===== src/rtl/amcd_pkg.sv =====
package amcd_pkg;

  localparam int OPW     = 4;
  localparam int NUM_MASK = 7;
  localparam int INSTR_W = 9;

  localparam logic [OPW-1:0] IDX_CMPD  = 4'd0;
  localparam logic [OPW-1:0] IDX_CFG   = 4'd8;
  localparam logic [OPW-1:0] IDX_STAT  = 4'd9;
  localparam logic [OPW-1:0] IDX_ADDR  = 4'd10;
  localparam logic [OPW-1:0] IDX_DSEL  = 4'd11;
  localparam logic [OPW-1:0] IDX_INSTR = 4'd12;

  typedef enum logic [OPW-1:0] {
    OP_NOP    = 4'd0,
    OP_REG    = 4'd1,
    OP_MEMIND = 4'd2,
    OP_CMP    = 4'd3,
    OP_MOVE   = 4'd4,
    OP_VALID  = 4'd5,
    OP_INIT   = 4'd6,
    OP_ARCLR  = 4'd7
  } opcode_e;

  typedef struct packed {
    logic memRd;
    logic memWr;
    logic regRd;
    logic regWr;
    logic cmp;
    logic move;
    logic vbCtl;
    logic init;
    logic arCtl;
  } cycStb_t;

  typedef struct packed {
    cycStb_t        stb;
    logic           go;
    logic           loadInstr;
    logic           regWrite;
    logic           direct;
    logic           arInc;
    logic           arClr;
    logic           vbFromOp;
    logic           seg;
    logic [OPW-1:0] idx;
  } ctlCmd_t;

endpackage


===== src/rtl/amcd_ctrl.sv =====
module amcd_ctrl
  import amcd_pkg::*;
#(
  parameter int PAGEW = 4
) (
  input  logic                 clk,
  input  logic                 rstN,
  input  logic                 enN,
  input  logic                 csAN,
  input  logic                 csBN,
  input  logic                 writeN,
  input  logic                 avN,
  input  logic                 dsc,
  input  logic [2*OPW-1:0]     acCode,
  input  logic                 swMode,
  input  logic [INSTR_W-1:0]   instrWord,
  input  logic                 devOffN,
  input  logic [PAGEW-1:0]     devPage,
  input  logic [PAGEW-1:0]     cfgPage,
  output ctlCmd_t              cmd
);

  logic enPrev;
  logic start;
  logic selected;
  logic [OPW-1:0] opSrc;
  logic [OPW-1:0] operand;
  logic segSrc;

  // enable edge detector; reset low so a held-low enable never starts a cycle
  always_ff @(posedge clk or negedge rstN) begin
    if (!rstN) enPrev <= 1'b0;
    else       enPrev <= enN;
  end

  assign start    = enPrev & ~enN;
  assign selected = ~csAN | ~csBN | (~devOffN & (devPage == cfgPage));

  assign opSrc   = swMode ? instrWord[OPW-1:0]     : acCode[OPW-1:0];
  assign operand = swMode ? instrWord[2*OPW-1:OPW] : acCode[2*OPW-1:OPW];
  assign segSrc  = swMode ? instrWord[2*OPW]       : dsc;

  always_comb begin
    cmd = '0;
    if (start && selected) begin
      if (!swMode && !avN) begin
        cmd.go        = 1'b1;
        cmd.direct    = 1'b1;
        cmd.stb.memRd = writeN;
        cmd.stb.memWr = ~writeN;
      end else if (swMode && avN) begin
        cmd.loadInstr = 1'b1;
      end else begin
        cmd.go  = 1'b1;
        cmd.idx = operand;
        cmd.seg = segSrc;
        case (opSrc)
          OP_REG: begin
            cmd.stb.regRd = writeN;
            cmd.stb.regWr = ~writeN;
            cmd.regWrite  = ~writeN;
          end
          OP_MEMIND: begin
            cmd.stb.memRd = writeN;
            cmd.stb.memWr = ~writeN;
            cmd.arInc     = 1'b1;
          end
          OP_CMP:   cmd.stb.cmp = 1'b1;
          OP_MOVE:  cmd.stb.move = 1'b1;
          OP_VALID: begin
            cmd.stb.vbCtl = 1'b1;
            cmd.vbFromOp  = 1'b1;
          end
          OP_INIT:  cmd.stb.init = 1'b1;
          OP_ARCLR: begin
            cmd.stb.arCtl = 1'b1;
            cmd.arClr     = 1'b1;
          end
          default: ;
        endcase
      end
    end
  end

  // software mode never produces a direct array access
  p_sw_indirect_r8: assert property (@(posedge clk) disable iff (!rstN)
    (swMode && (cmd.stb.memRd || cmd.stb.memWr)) |-> cmd.arInc);

  // nothing is decoded while the enable has not just fallen
  p_idle_quiet_r1: assert property (@(posedge clk) disable iff (!rstN)
    (enN || $past(!enN)) |-> (cmd == '0));

endmodule


===== src/rtl/amcd_dpath.sv =====
module amcd_dpath
  import amcd_pkg::*;
#(
  parameter int DW    = 32,
  parameter int AW    = 10,
  parameter int PAGEW = 4
) (
  input  logic                clk,
  input  logic                rstN,
  input  ctlCmd_t             cmd,
  input  logic [AW-1:0]       ac,
  input  logic [DW-1:0]       dq,
  input  logic                vbIn,
  output cycStb_t             stbQ,
  output logic [AW-1:0]       memAddrQ,
  output logic                wrValidQ,
  output logic [2:0]          maskQ,
  output logic                segQ,
  output logic [OPW-1:0]      idxQ,
  output logic [DW-1:0]       wrDataQ,
  output logic [DW-1:0]       rdDataQ,
  output logic                cfgSw,
  output logic [PAGEW-1:0]    cfgPage,
  output logic                devOffN,
  output logic [PAGEW-1:0]    devPage,
  output logic [INSTR_W-1:0]  instrWord
);

  localparam logic [DW-1:0] DSEL_RST = DW'(1) << PAGEW;

  logic [DW-1:0] cmpdR;
  logic [DW-1:0] cfgR;
  logic [DW-1:0] dselR;
  logic [DW-1:0] instrR;
  logic [AW-1:0] addrR;
  logic [DW-1:0] maskR [NUM_MASK];
  logic [DW-1:0] readVal;

  function automatic logic wrHit(input ctlCmd_t c, input logic [OPW-1:0] target);
    return c.regWrite && (c.idx == target);
  endfunction

  always_ff @(posedge clk or negedge rstN) begin
    if (!rstN) begin
      cmpdR  <= '0;
      cfgR   <= '0;
      dselR  <= DSEL_RST;
      instrR <= '0;
    end else begin
      if (wrHit(cmd, IDX_CMPD)) cmpdR <= dq;
      if (wrHit(cmd, IDX_CFG))  cfgR  <= dq;
      if (wrHit(cmd, IDX_DSEL)) dselR <= dq;
      if (cmd.loadInstr || wrHit(cmd, IDX_INSTR)) instrR <= dq;
    end
  end

  for (genvar g = 0; g < NUM_MASK; g++) begin : g_mask
    always_ff @(posedge clk or negedge rstN) begin
      if (!rstN)                          maskR[g] <= '0;
      else if (wrHit(cmd, OPW'(g + 1)))   maskR[g] <= dq;
    end
  end

  // address pointer: clear wins over load, load wins over step
  always_ff @(posedge clk or negedge rstN) begin
    if (!rstN)                    addrR <= '0;
    else if (cmd.arClr)           addrR <= '0;
    else if (wrHit(cmd, IDX_ADDR)) addrR <= dq[AW-1:0];
    else if (cmd.arInc)           addrR <= addrR + 1'b1;
  end

  always_comb begin
    readVal = '0;
    if (cmd.idx == IDX_CMPD)       readVal = cmpdR;
    else if (cmd.idx < IDX_CFG)    readVal = maskR[cmd.idx[2:0] - 3'd1];
    else if (cmd.idx == IDX_CFG)   readVal = cfgR;
    else if (cmd.idx == IDX_ADDR)  readVal = DW'(addrR);
    else if (cmd.idx == IDX_DSEL)  readVal = dselR;
    else if (cmd.idx == IDX_INSTR) readVal = instrR;
  end

  always_ff @(posedge clk or negedge rstN) begin
    if (!rstN) begin
      stbQ     <= '0;
      memAddrQ <= '0;
      wrValidQ <= 1'b0;
      maskQ    <= '0;
      segQ     <= 1'b0;
      idxQ     <= '0;
      wrDataQ  <= '0;
      rdDataQ  <= '0;
    end else begin
      stbQ <= cmd.stb;
      if (cmd.go) begin
        memAddrQ <= cmd.direct ? ac : addrR;
        wrValidQ <= cmd.vbFromOp ? cmd.idx[0] : vbIn;
        maskQ    <= (cmd.direct && cmd.stb.memWr) ? cfgR[3:1] : 3'd0;
        segQ     <= cmd.seg;
        idxQ     <= cmd.idx;
        wrDataQ  <= dq;
        if (cmd.stb.regRd) rdDataQ <= readVal;
      end
    end
  end

  assign cfgSw     = cfgR[0];
  assign cfgPage   = cfgR[PAGEW+3:4];
  assign devOffN   = dselR[PAGEW];
  assign devPage   = dselR[PAGEW-1:0];
  assign instrWord = instrR[INSTR_W-1:0];

  // at most one cycle strobe at a time
  p_onehot_stb_r1: assert property (@(posedge clk) disable iff (!rstN)
    $onehot0(stbQ));

  // an indirect access advances the pointer by one
  p_ar_step_r7: assert property (@(posedge clk) disable iff (!rstN)
    cmd.arInc |=> (addrR == AW'($past(addrR) + 1'b1)));

  // a memory write carries the sampled validity input
  p_valid_follow_r3: assert property (@(posedge clk) disable iff (!rstN)
    cmd.stb.memWr |=> (wrValidQ == $past(vbIn)));

  // writes issued in software mode carry no mask
  p_sw_mask_r8: assert property (@(posedge clk) disable iff (!rstN)
    (cmd.stb.memWr && cfgSw) |=> (maskQ == 3'd0));

  // pointer clear leaves the pointer at zero
  p_ar_clear_r9: assert property (@(posedge clk) disable iff (!rstN)
    cmd.arClr |=> (addrR == '0));

endmodule


===== src/rtl/amcd_decoder.sv =====
module amcd_decoder
  import amcd_pkg::*;
#(
  parameter int DW    = 32,
  parameter int AW    = 10,
  parameter int PAGEW = 4
) (
  input  logic          clk,
  input  logic          rstN,
  input  logic          enN,
  input  logic          csAN,
  input  logic          csBN,
  input  logic          writeN,
  input  logic          avN,
  input  logic          dsc,
  input  logic          vbIn,
  input  logic [AW-1:0] ac,
  input  logic [DW-1:0] dq,
  output logic          memRd,
  output logic          memWr,
  output logic          regRd,
  output logic          regWr,
  output logic          cmpStb,
  output logic          moveStb,
  output logic          vbStb,
  output logic          initStb,
  output logic          arStb,
  output logic [AW-1:0] memAddr,
  output logic          wrValid,
  output logic [2:0]    maskSel,
  output logic          segSel,
  output logic [3:0]    regIdx,
  output logic [DW-1:0] wrData,
  output logic [DW-1:0] rdData
);

  ctlCmd_t              cmd;
  cycStb_t              stbQ;
  logic                 cfgSw;
  logic [PAGEW-1:0]     cfgPage;
  logic                 devOffN;
  logic [PAGEW-1:0]     devPage;
  logic [INSTR_W-1:0]   instrWord;

  amcd_ctrl #(.PAGEW(PAGEW)) u_ctrl (
    .clk(clk), .rstN(rstN), .enN(enN), .csAN(csAN), .csBN(csBN),
    .writeN(writeN), .avN(avN), .dsc(dsc), .acCode(ac[2*OPW-1:0]),
    .swMode(cfgSw), .instrWord(instrWord), .devOffN(devOffN),
    .devPage(devPage), .cfgPage(cfgPage), .cmd(cmd)
  );

  amcd_dpath #(.DW(DW), .AW(AW), .PAGEW(PAGEW)) u_dpath (
    .clk(clk), .rstN(rstN), .cmd(cmd), .ac(ac), .dq(dq), .vbIn(vbIn),
    .stbQ(stbQ), .memAddrQ(memAddr), .wrValidQ(wrValid), .maskQ(maskSel),
    .segQ(segSel), .idxQ(regIdx), .wrDataQ(wrData), .rdDataQ(rdData),
    .cfgSw(cfgSw), .cfgPage(cfgPage), .devOffN(devOffN),
    .devPage(devPage), .instrWord(instrWord)
  );

  assign {memRd, memWr, regRd, regWr, cmpStb, moveStb, vbStb, initStb, arStb} = stbQ;

  // any strobe follows a falling enable seen one edge earlier
  p_stb_after_fall_r1: assert property (@(posedge clk) disable iff (!rstN)
    (|stbQ) |-> (!$past(enN) && $past(enN, 2)));

endmodule


===== config.mk =====
export PLATFORM = sky130hd
export DESIGN_NAME = amcd_decoder
export DESIGN_NICKNAME = d
export VERILOG_FILES = /design/src/rtl/amcd_pkg.sv /design/src/rtl/amcd_ctrl.sv /design/src/rtl/amcd_dpath.sv /design/src/rtl/amcd_decoder.sv
export SDC_FILE = /design/constraint.sdc
export NUM_CORES = 1
export LEC_CHECK = 0
export BUFFER_PORTS_ARGS = -buffer_cell sky130_fd_sc_hd__buf_2
export CORE_MARGIN = 3
export CORE_UTILIZATION = 30
export DETAILED_ROUTE_END_ITERATION = 10
export GPL_ROUTABILITY_DRIVEN = 0
export PLACE_DENSITY = 0.54
export SYNTH_ARGS = -nofsm -noshare
export SYNTH_HDL_FRONTEND = slang
export SYNTH_HIERARCHICAL = 1
export SYNTH_SLANG_ARGS = --single-unit

===== constraint.sdc =====
create_clock -name clk -period 7.79 [get_ports clk]
set_input_delay 0.3895 -clock clk [delete_from_list [all_inputs] [get_ports clk]]
set_output_delay 0.3895 -clock clk [all_outputs]
set_load 0.01 [all_outputs]

# Yosys cells after proc, flatten, opt, wreduce, memory -nomap -nowiden

Index checks and enable logic that the tools add are counted.
W data, S select, Z words.

Bitwise operators: 10
Reductions and logical operators: 22
Add/subtract/negate cells: 2
Eq/ne operators: 19
Muxes and demuxes: 38
$lt $le $gt $ge: 2

Operator list:

| cell                    | number |
|---|---|
| $mux W32                | 8 |
| $bmux W32 S3            | 1 |
| $mux W10                | 5 |
| $eq A4 B3 Y1 const B    | 8 |
| $mux W21                | 1 |
| $eq A4 B2 Y1 const B    | 4 |
| $eq A4 B4 Y1 const B    | 4 |
| $logic_and A1 B1 Y1     | 16 |
| $mux W8                 | 2 |
| $mux W1                 | 13 |
| $add A10 B1 Y10 const B | 1 |
| $eq A4 B1 Y1 const B    | 2 |
| $mux W2                 | 4 |
| $mux W4                 | 2 |
| $mux W7                 | 1 |
| $not A1 Y1              | 5 |
| $eq A4 B4 Y1            | 1 |
| $ge A4 B4 Y1 const B    | 1 |
| $logic_not A4 Y1        | 1 |
| $lt A4 B4 Y1 const B    | 1 |
| $not A3 Y4              | 1 |
| $mux W3                 | 1 |
| $reduce_bool A3 Y1      | 1 |
| $sub A3 B1 Y3 const B   | 1 |
| other kinds (5)         | 8 |

Word-level logic and storage cells: 122
Register bits after elaboration: 455
Output and inout port bits: 92

# Depth between registers and ports, before layout

Gate-level depths: netlist of the first run.

Depth after elaboration: 13
Depth in mapped cells: 15
Depth with buffers taken out: 11

# Cells and area by module

Netlist of the first run, hierarchy kept.

Modules (own cells, without submodules):

| module     | area an instance (sq um) | cells an instance | times used | sequential area each (sq um) |
|---|---|---|---|---|
| amcd_dpath | 20051.7                  | 1491              | 1          | 11362.1 |
| amcd_ctrl  | 431.7                    | 66                | 1          | 25.0 |

# Worst setup path after synthesis of the first run

Ideal clock, no wire load.

Path type: register -> register
Start point: register u_dpath.cfgR[7]
End point: register u_dpath.rdDataQ[13]
Required time: 7659 ps
Library setup time: 131 ps
Arrival: 3368 ps
Slack: 4290 ps
Cell stages (with the launch flop): 16
Path through: dfrtp_1 buf_4 xor2_1 nor3_1 a21oi_2 nor2_1 buf_2 inv_1 ha_1 clkbuf_1 clkbuf_1 buf_2 mux2i_1 o22ai_1 a2111oi_0 o21ai_1

RTL lines:

| element                | RTL line          | text |
|---|---|---|
| from (decl)            | amcd_dpath.sv:32  | `logic [DW-1:0] cfgR;` |
| from (signal assigned) | amcd_dpath.sv:51  | `if (wrHit(cmd, IDX_CFG)) cfgR <= dq;` |
| to (signal assigned)   | amcd_dpath.sv:101 | `if (cmd.stb.regRd) rdDataQ <= readVal;` |
| to (decl)              | amcd_dpath.sv:21  | `output logic [DW-1:0] rdDataQ,` |

==> run_results.csv, run 1 <==
group,metric,value,unit
place,place_hpwl,34.7,mm
critical_path,required,8.30,ns
grt,grt_use_met2,25.6,%
critical_path,r2r_start,"u_dpath/cfgR[7]$_DFFE_PN0P_",
place,portBuffers,142,
worst_hold_path,min_to,"u_dpath/stbQ[7]$_DFF_PN0_",
routing,drt_iter0_markers,988,
yosys,synth_largest_area_cell,"dfrtp_1",
critical_path,slowest_delay,1.07,ns
sta,tightest_slew,1.30,ns
yosys,synth_top_area_share,55.5,%
yosys,synth_common_cells,"dfrtp_1, mux2_2, clkbuf_1, mux2i_1, nor2_1",
critical_path,path_buf_inv,4,
grt,grt_use_total,15.8,%
grt,antenna_found_initial,2,
routing,avgViaCountPerCell,5.21,
floorplan,die-area,0.0714,sq mm
finish,nets,1676,
routing,drtPass1Iterations,6,
power_and_ir_drop,p_sw_share,25.6,%
critical_path,worst-path-max-fanout,57,
critical_path,arrival,5.96,ns
power_and_ir_drop,combPwrFrac,7.8,%
power_and_ir_drop,vdd_ir_drop_max,127,uV
outcome,status,"completed",
sta,drv_slew,0,
yosys,post-synth-top-count-cell,"dfrtp_1",
power_and_ir_drop,switchingPower,1340,uW
yosys,seq_area_frac_synth,55.6,%
critical_path,path_class,"in2reg",
finish,drive_gt1_share,42.6,%
finish,n_antenna_cell,0,
routing,antenna_left,0,
sta,timing.setup.tns,0,ns
clock_tree,insertion_delay,0.63,ns
power_and_ir_drop,p_leak,0.0110,uW
sta,setup_viol,0,
sta,final.min_clock_period,5.44,ns
floorplan,num_io_pins,143,
sta,fin_crit_sh,69.9,%
clock_tree,post_cts.repair.setup_buffers,0,
yosys,ys_ff_latch,455,
grt,top_usage_layer,"met2",
critical_path,crit_family,"simple AND/OR/NAND/NOR gates",
sta,finalHoldViolCount,0,
yosys,synth_warnings,6,
clock_tree,cts_tree,"yes",
sta,slew_headroom,13.2,%
floorplan,floorplan.rows,95,
sta,grt_setup_unrepaired,"false",
yosys,synthTopCellsByArea,"dfrtp_1, mux2_2, mux2i_1",
critical_path,cp-start-kind,"input port",
grt,grt_pass1_wl,86.3,mm
finish,fin_cells,2534,
worst_hold_path,min-delay-start,"writeN",
yosys,postSynthCellCount,1557,
clock_tree,cts_max_level,2,
worst_hold_path,worstHoldPathCells,2,
grt,met3_usage,2.50,%
routing,wire_per_inst,22.4,um
routing,vias,13200,
finish,syn2layout_area_growth,15.1,%
clock_tree,cts-buffers-inserted,51,
power_and_ir_drop,clockPowerShare,44.5,%
power_and_ir_drop,pwr-share-seq,47.7,%
critical_path,crit_chain,"dlygate4sd3_1 > buf_2 > nand2b_1 > a21oi_1 > a21oi_2 > nor2_4 > buf_4 > inv_1 > ha_4 > xnor2_1 > nand2_1 > o22ai_1 > a2111oi_0 > o21ai_0",
critical_path,r2r_slack,2.37,ns
power_and_ir_drop,p_int,3910,uW
grt,grt_max_degree,139,
clock_tree,cts.sinks,455,
clock_tree,clk_pin_slew,0.06,ns
clock_tree,root_buffer,"clkbuf_16",
yosys,ys.flop_type,"dfrtp_1",
grt,use_met1,21.9,%
yosys,yosys.cell_types.count,53,
clock_tree,cts_resized,0,
yosys,netlist_area,0.0205,sq mm
place,dp_cells,2438,
floorplan,dieWidth,267,um
clock_tree,clock_path_buffers,3,
worst_hold_path,hold_path.class,"in2reg",
sta,max_freq,184,MHz
routing,wl,56.8,mm
grt,grt-ovfl-total,0,
yosys,synth.net_count,1613,
run,cap_violations,0,
clock_tree,ctsHoldBuffers,2,
yosys,synth_edf_count,0,
floorplan,fp.dieH,267,um
yosys,synthArstFlopShare,100,%
power_and_ir_drop,power.density,223,mW/mm^2
routing,drc,0,
floorplan,coreArea,0.0674,sq mm
critical_path,reg2reg_depth,12,
critical_path,critical_path.reg2reg.endpoint,"u_dpath/rdDataQ[12]$_DFFE_PN0P_",
floorplan,initial_core_util,30.4,%
critical_path,cp-end-kind,"flip-flop",
critical_path,cpMaxStageDelayCell,"nand2_1",
yosys,syn_avg_cell_area,13.2,sq um
grt,grt_pass1_vias,13700,
sta,fin_worst_skew,0.0429,ns
==> placed cells by master, fill, tap and decap left out, types with 9 or more instances in the layout <==
master	synthesis	layout
a32oi_1	22	22
clkinv_2	0	12
buf_2	35	141
mux4_2	11	11
mux2_2	398	398
clkbuf_16	0	51
nand3b_1	9	9
a31o_2	22	22
dfrtp_1	454	454
o22ai_1	35	35
a22oi_1	28	28
nand2b_1	13	13
clkbuf_8	0	9
a211oi_1	10	10
a21oi_1	23	21
a311oi_1	11	11
a31oi_1	10	10
xor2_1	12	12
a221oi_1	10	10
a2111oi_0	21	21
buf_4	20	22
mux2i_1	78	78
nor2_1	70	66
clkbuf_1	88	12
o21ai_0	26	26
nand2_1	58	58
==> cell type report <==
class | count | area (sq um)
Multi-Input combinational cell | 937 | 8480
Tap cell | 873 | 1090
Fill cell | 6527 | 43800
Clock buffer | 72 | 1450
Sequential cell | 455 | 11400
Clock inverter | 22 | 196
Inverter | 7 | 26.3
Timing Repair Buffer | 168 | 946
==> registers in the layout (all words and copies together), names as in the netlist <==
name,count
u_dpath/maskR,224
u_dpath/cfgR,32
u_dpath/cmpdR,32
u_dpath/dselR,32
u_dpath/instrR,32
u_dpath/rdDataQ,32
u_dpath/wrDataQ,32
u_dpath/addrR,10
u_dpath/memAddrQ,10
u_dpath/stbQ,9
u_dpath/idxQ,4
u_dpath/maskQ,3
u_ctrl/enPrev,1
u_dpath/segQ,1
u_dpath/wrValidQ,1
==> worst max-delay path by stage <==
stage	startpoint	to	slack, ns	cells past startpoint
floorplan	u_dpath/cfgR[7]$_DFFE_PN0P_	u_dpath/rdDataQ[13]$_DFFE_PN0P_	4.29	15
global placement	enN	u_dpath/rdDataQ[11]$_DFFE_PN0P_	2.35	13
detailed placement	enN	u_dpath/rdDataQ[29]$_DFFE_PN0P_	2.36	13
CTS	enN	u_dpath/rdDataQ[11]$_DFFE_PN0P_	2.44	14
global route	u_dpath/cfgR[0]$_DFFE_PN0P_	u_dpath/rdDataQ[11]$_DFFE_PN0P_	2.03	11
finish	enN	u_dpath/rdDataQ[12]$_DFFE_PN0P_	2.35	14
==> layer usage <==
layer  wire [um]  part of all wire [%]
met5          17                 0.030
met2       26500                    47
met4        1310                   2.3
met3        2750                   4.9
met1       26100                    46
==> per-stage QoR <==
stage | total power [uW] | area (sq um) | setup slack (ns) | utilization (%) | hold slack, ns
after floorplan | 2750 | 20500 | 4.29 | - | 0.0939
after global placement | 2950 | 21900 | 2.35 | 32.5 | 0.468
after detailed placement | 2960 | 21900 | 2.36 | 32.5 | 0.468
after CTS | 5340 | 23600 | 2.44 | 35.0 | 0.0124
after global routing | 5470 | 23600 | 2.03 | 35.0 | 0.0284
final | 5250 | 23600 | 2.35 | 35.0 | 0.0517
==> power groups by stage <==
stage	registers [uW]	logic (uW)	clock network [uW]
after floorplan	2550	204	0
after global placement	2540	411	0
after detailed placement	2540	418	0
after CTS	2500	420	2420
after global routing	2510	452	2510
final	2500	411	2330
==> cells by family after synthesis <==
| logic type | synth area share [%] |
|---|---|
| AOI/OAI and AO/OA | 8.00 |
| and+or+nand+nor | 4.83 |
| xor gates and xnor gates | 0.678 |
| buffers and inverters | 3.64 |
| DFF | 55.6 |
| muxes | 27.0 |
| adders and majority gates | 0.305 |
Note: power is estimated with default switching activity, not from simulation.
==> inputs of run 2 (changes only) <==
Clock period 7.79 ns to 5.4 ns, I/O delays scaled along.
==> run_results.csv, run 2 (synthesis gave the netlist of run 1 again) <==
group,metric,value,unit
sta,fin_crit_sh,79.8,%
power_and_ir_drop,switchingPower,1890,uW
clock_tree,root_buffer,"clkbuf_16",
critical_path,cp-end-kind,"flip-flop",
finish,top_register,"u_dpath/maskR",
critical_path,cp-start-kind,"flip-flop",
critical_path,crit_family,"simple AND/OR/NAND/NOR gates",
grt,grt_max_degree,194,
sta,drv_slew,0,
grt,grt-ovfl-total,0,
finish,syn2layout_area_growth,16.1,%
sta,slew_headroom,24.0,%
sta,finalHoldViolCount,0,
routing,avgViaCountPerCell,5.23,
sta,timing.setup.tns,0,ns
routing,drtPass1Iterations,6,
floorplan,die-area,0.0714,sq mm
floorplan,fp.dieH,267,um
place,dp_cells,2450,
place,dp_slack,1.15,ns
routing,wire_per_inst,22.2,um
outcome,status,"completed",
sta,final.min_clock_period,4.31,ns
clock_tree,cts_resized,0,
place,portBuffers,142,
critical_path,required,5.87,ns
clock_tree,cts.sinks,455,
critical_path,path_buf_inv,3,
power_and_ir_drop,p_sw_share,24.5,%
clock_tree,cts-buffers-inserted,52,
routing,wl,56.7,mm
grt,grt_pass1_wl,87.2,mm
grt,grt_use_met2,25.6,%
floorplan,coreArea,0.0674,sq mm
critical_path,crit_chain,"xor2_1 > nor3_1 > a21oi_2 > buf_4 > nor2_1 > inv_1 > ha_4 > xor2_2 > buf_4 > nand2_1 > o22ai_1 > a2111oi_0 > o21ai_0",
sta,max_freq,232,MHz
grt,met3_usage,2.52,%
finish,final_common_cell,"dfrtp_1",
critical_path,slowest_delay,0.75,ns
power_and_ir_drop,p_leak,0.0111,uW
sta,grt_setup_unrepaired,"false",
worst_hold_path,hold_path.class,"in2reg",
grt,top_usage_layer,"met2",
routing,vias,13300,
floorplan,num_io_pins,143,
routing,drt_iter0_markers,900,
critical_path,cpMaxStageDelayCell,"nand2_1",
finish,nets,1694,
power_and_ir_drop,power.density,324,mW/mm^2
finish,largest_reg_flops,224,
routing,antenna_left,0,
place,place_hpwl,35.0,mm
critical_path,path_class,"reg2reg",
power_and_ir_drop,p_int,5820,uW
sta,fin_worst_skew,0.0278,ns
power_and_ir_drop,clockPowerShare,45.4,%
power_and_ir_drop,vdd_ir_drop_max,258,uV
run,cap_violations,0,
finish,final_area,0.0238,sq mm
grt,grt_use_total,15.8,%
sta,hold_slack,0.0530,ns
clock_tree,cts_tree,"yes",
clock_tree,insertion_delay,0.61,ns
routing,drc,0,
clock_tree,post_cts.repair.setup_buffers,0,
finish,fin_cells,2552,
grt,use_met1,21.7,%
sta,fin_ws,1.09,ns
finish,final_cell_mix,"dfrtp_1, mux2_2, buf_2, mux2i_1, nor2_1",
finish,drive_gt1_share,42.7,%
place,postPlaceCellArea,0.0220,sq mm
floorplan,floorplan.rows,95,
floorplan,dieWidth,267,um
finish,fillers,6566,
critical_path,crit_top_cell,"buf_4",
critical_path,worst-path-max-fanout,57,
power_and_ir_drop,pwr-share-seq,46.8,%
grt,grt_pass1_vias,14000,
sta,setup_viol,0,
grt,antenna_found_initial,1,
power_and_ir_drop,combPwrFrac,7.8,%
floorplan,initial_core_util,30.4,%
critical_path,arrival,4.77,ns
finish,n_antenna_cell,0,
clock_tree,cts_max_level,2,
sta,tightest_slew,1.13,ns
clock_tree,clk_pin_slew,0.06,ns
clock_tree,clock_path_buffers,3,
[run 2: cell count changes in the layout (fill, tap and decap cells not counted), sizes merged]
cell / before / now
bufinv: 0 / 1
clkinv: 17 / 7
buf: 166 / 178
clkinvlp: 3 / 1
dlygate4sd3: 2 / 7
clkbuf: 72 / 84
[run 2: stage by stage]
step,total power [uW],util (%)
after floorplan,3970,-
after global routing,8020,35.3
after CTS,7840,35.3
after detailed placement,4280,32.6
final,7710,35.3
after global placement,4260,32.6
[run 2: power groups by stage]
stage          Clock [uW]  Combinational (uW)  Sequential (uW)
2_1_floorplan           0                 295             3680
3_3_place_gp            0                 595             3660
3_5_place_dp            0                 608             3670
4_1_cts              3610                 612             3610
5_1_grt              3740                 659             3620
6_report             3500                 598             3610
[run 2: worst paths after layout]
check,to,start,cells after the start,slack [ns]
setup / recovery,u_dpath/rdDataQ[21]$_DFFE_PN0P_,u_dpath/cfgR[7]$_DFFE_PN0P_,13,1.09
hold / removal,u_dpath/memAddrQ[6]$_DFFE_PN0P_,ac[6],3,0.05
setup reg to reg,u_dpath/rdDataQ[21]$_DFFE_PN0P_,u_dpath/cfgR[7]$_DFFE_PN0P_,13,1.09
hold reg to reg,u_dpath/wrDataQ[9]$_DFFE_PN0P_,u_dpath/wrDataQ[9]$_DFFE_PN0P_,1,0.50
max in group asynchronous,u_dpath/maskR[205]$_DFFE_PN0P_,rstN,3,3.76
min in group asynchronous,u_dpath/maskQ[1]$_DFFE_PN0P_,rstN,2,0.22
[run 2: worst register-to-register path: stages (launching register included)]
cell	delay [ns]
dfrtp_1	0.41
xor2_1	0.17
nor3_1	0.32
a21oi_2	0.09
buf_4	0.23
nor2_1	0.31
inv_1	0.15
ha_4	0.41
xor2_2	0.30
buf_4	0.25
nand2_1	0.75
o22ai_1	0.18
a2111oi_0	0.47
o21ai_0	0.13
[run 2: cell type report]
cell class / instances / area (sq um) / share of cell area (%)
flip-flops and latches: 455 / 11400 / 47.9
multi-input cells: 937 / 8470 / 35.6
clock buffers: 84 / 1590 / 6.69
well taps: 873 / 1090 / 4.59
repair buffers: 185 / 1090 / 4.57
clock inverters: 11 / 128 / 0.537
inverters: 7 / 26.3 / 0.110
[run 2: metal layers]
metal	share of wire, %	wire, um
met1	46	26200
met2	47	26600
met5	0	0
met4	2.4	1360
met3	4.5	2570
[run 2: timing repair]
item | CTS | global route
hold buffers | 7 | 0
endpoints found under the setup margin | 0 | 0
endpoints found under the hold margin | 62 | 0
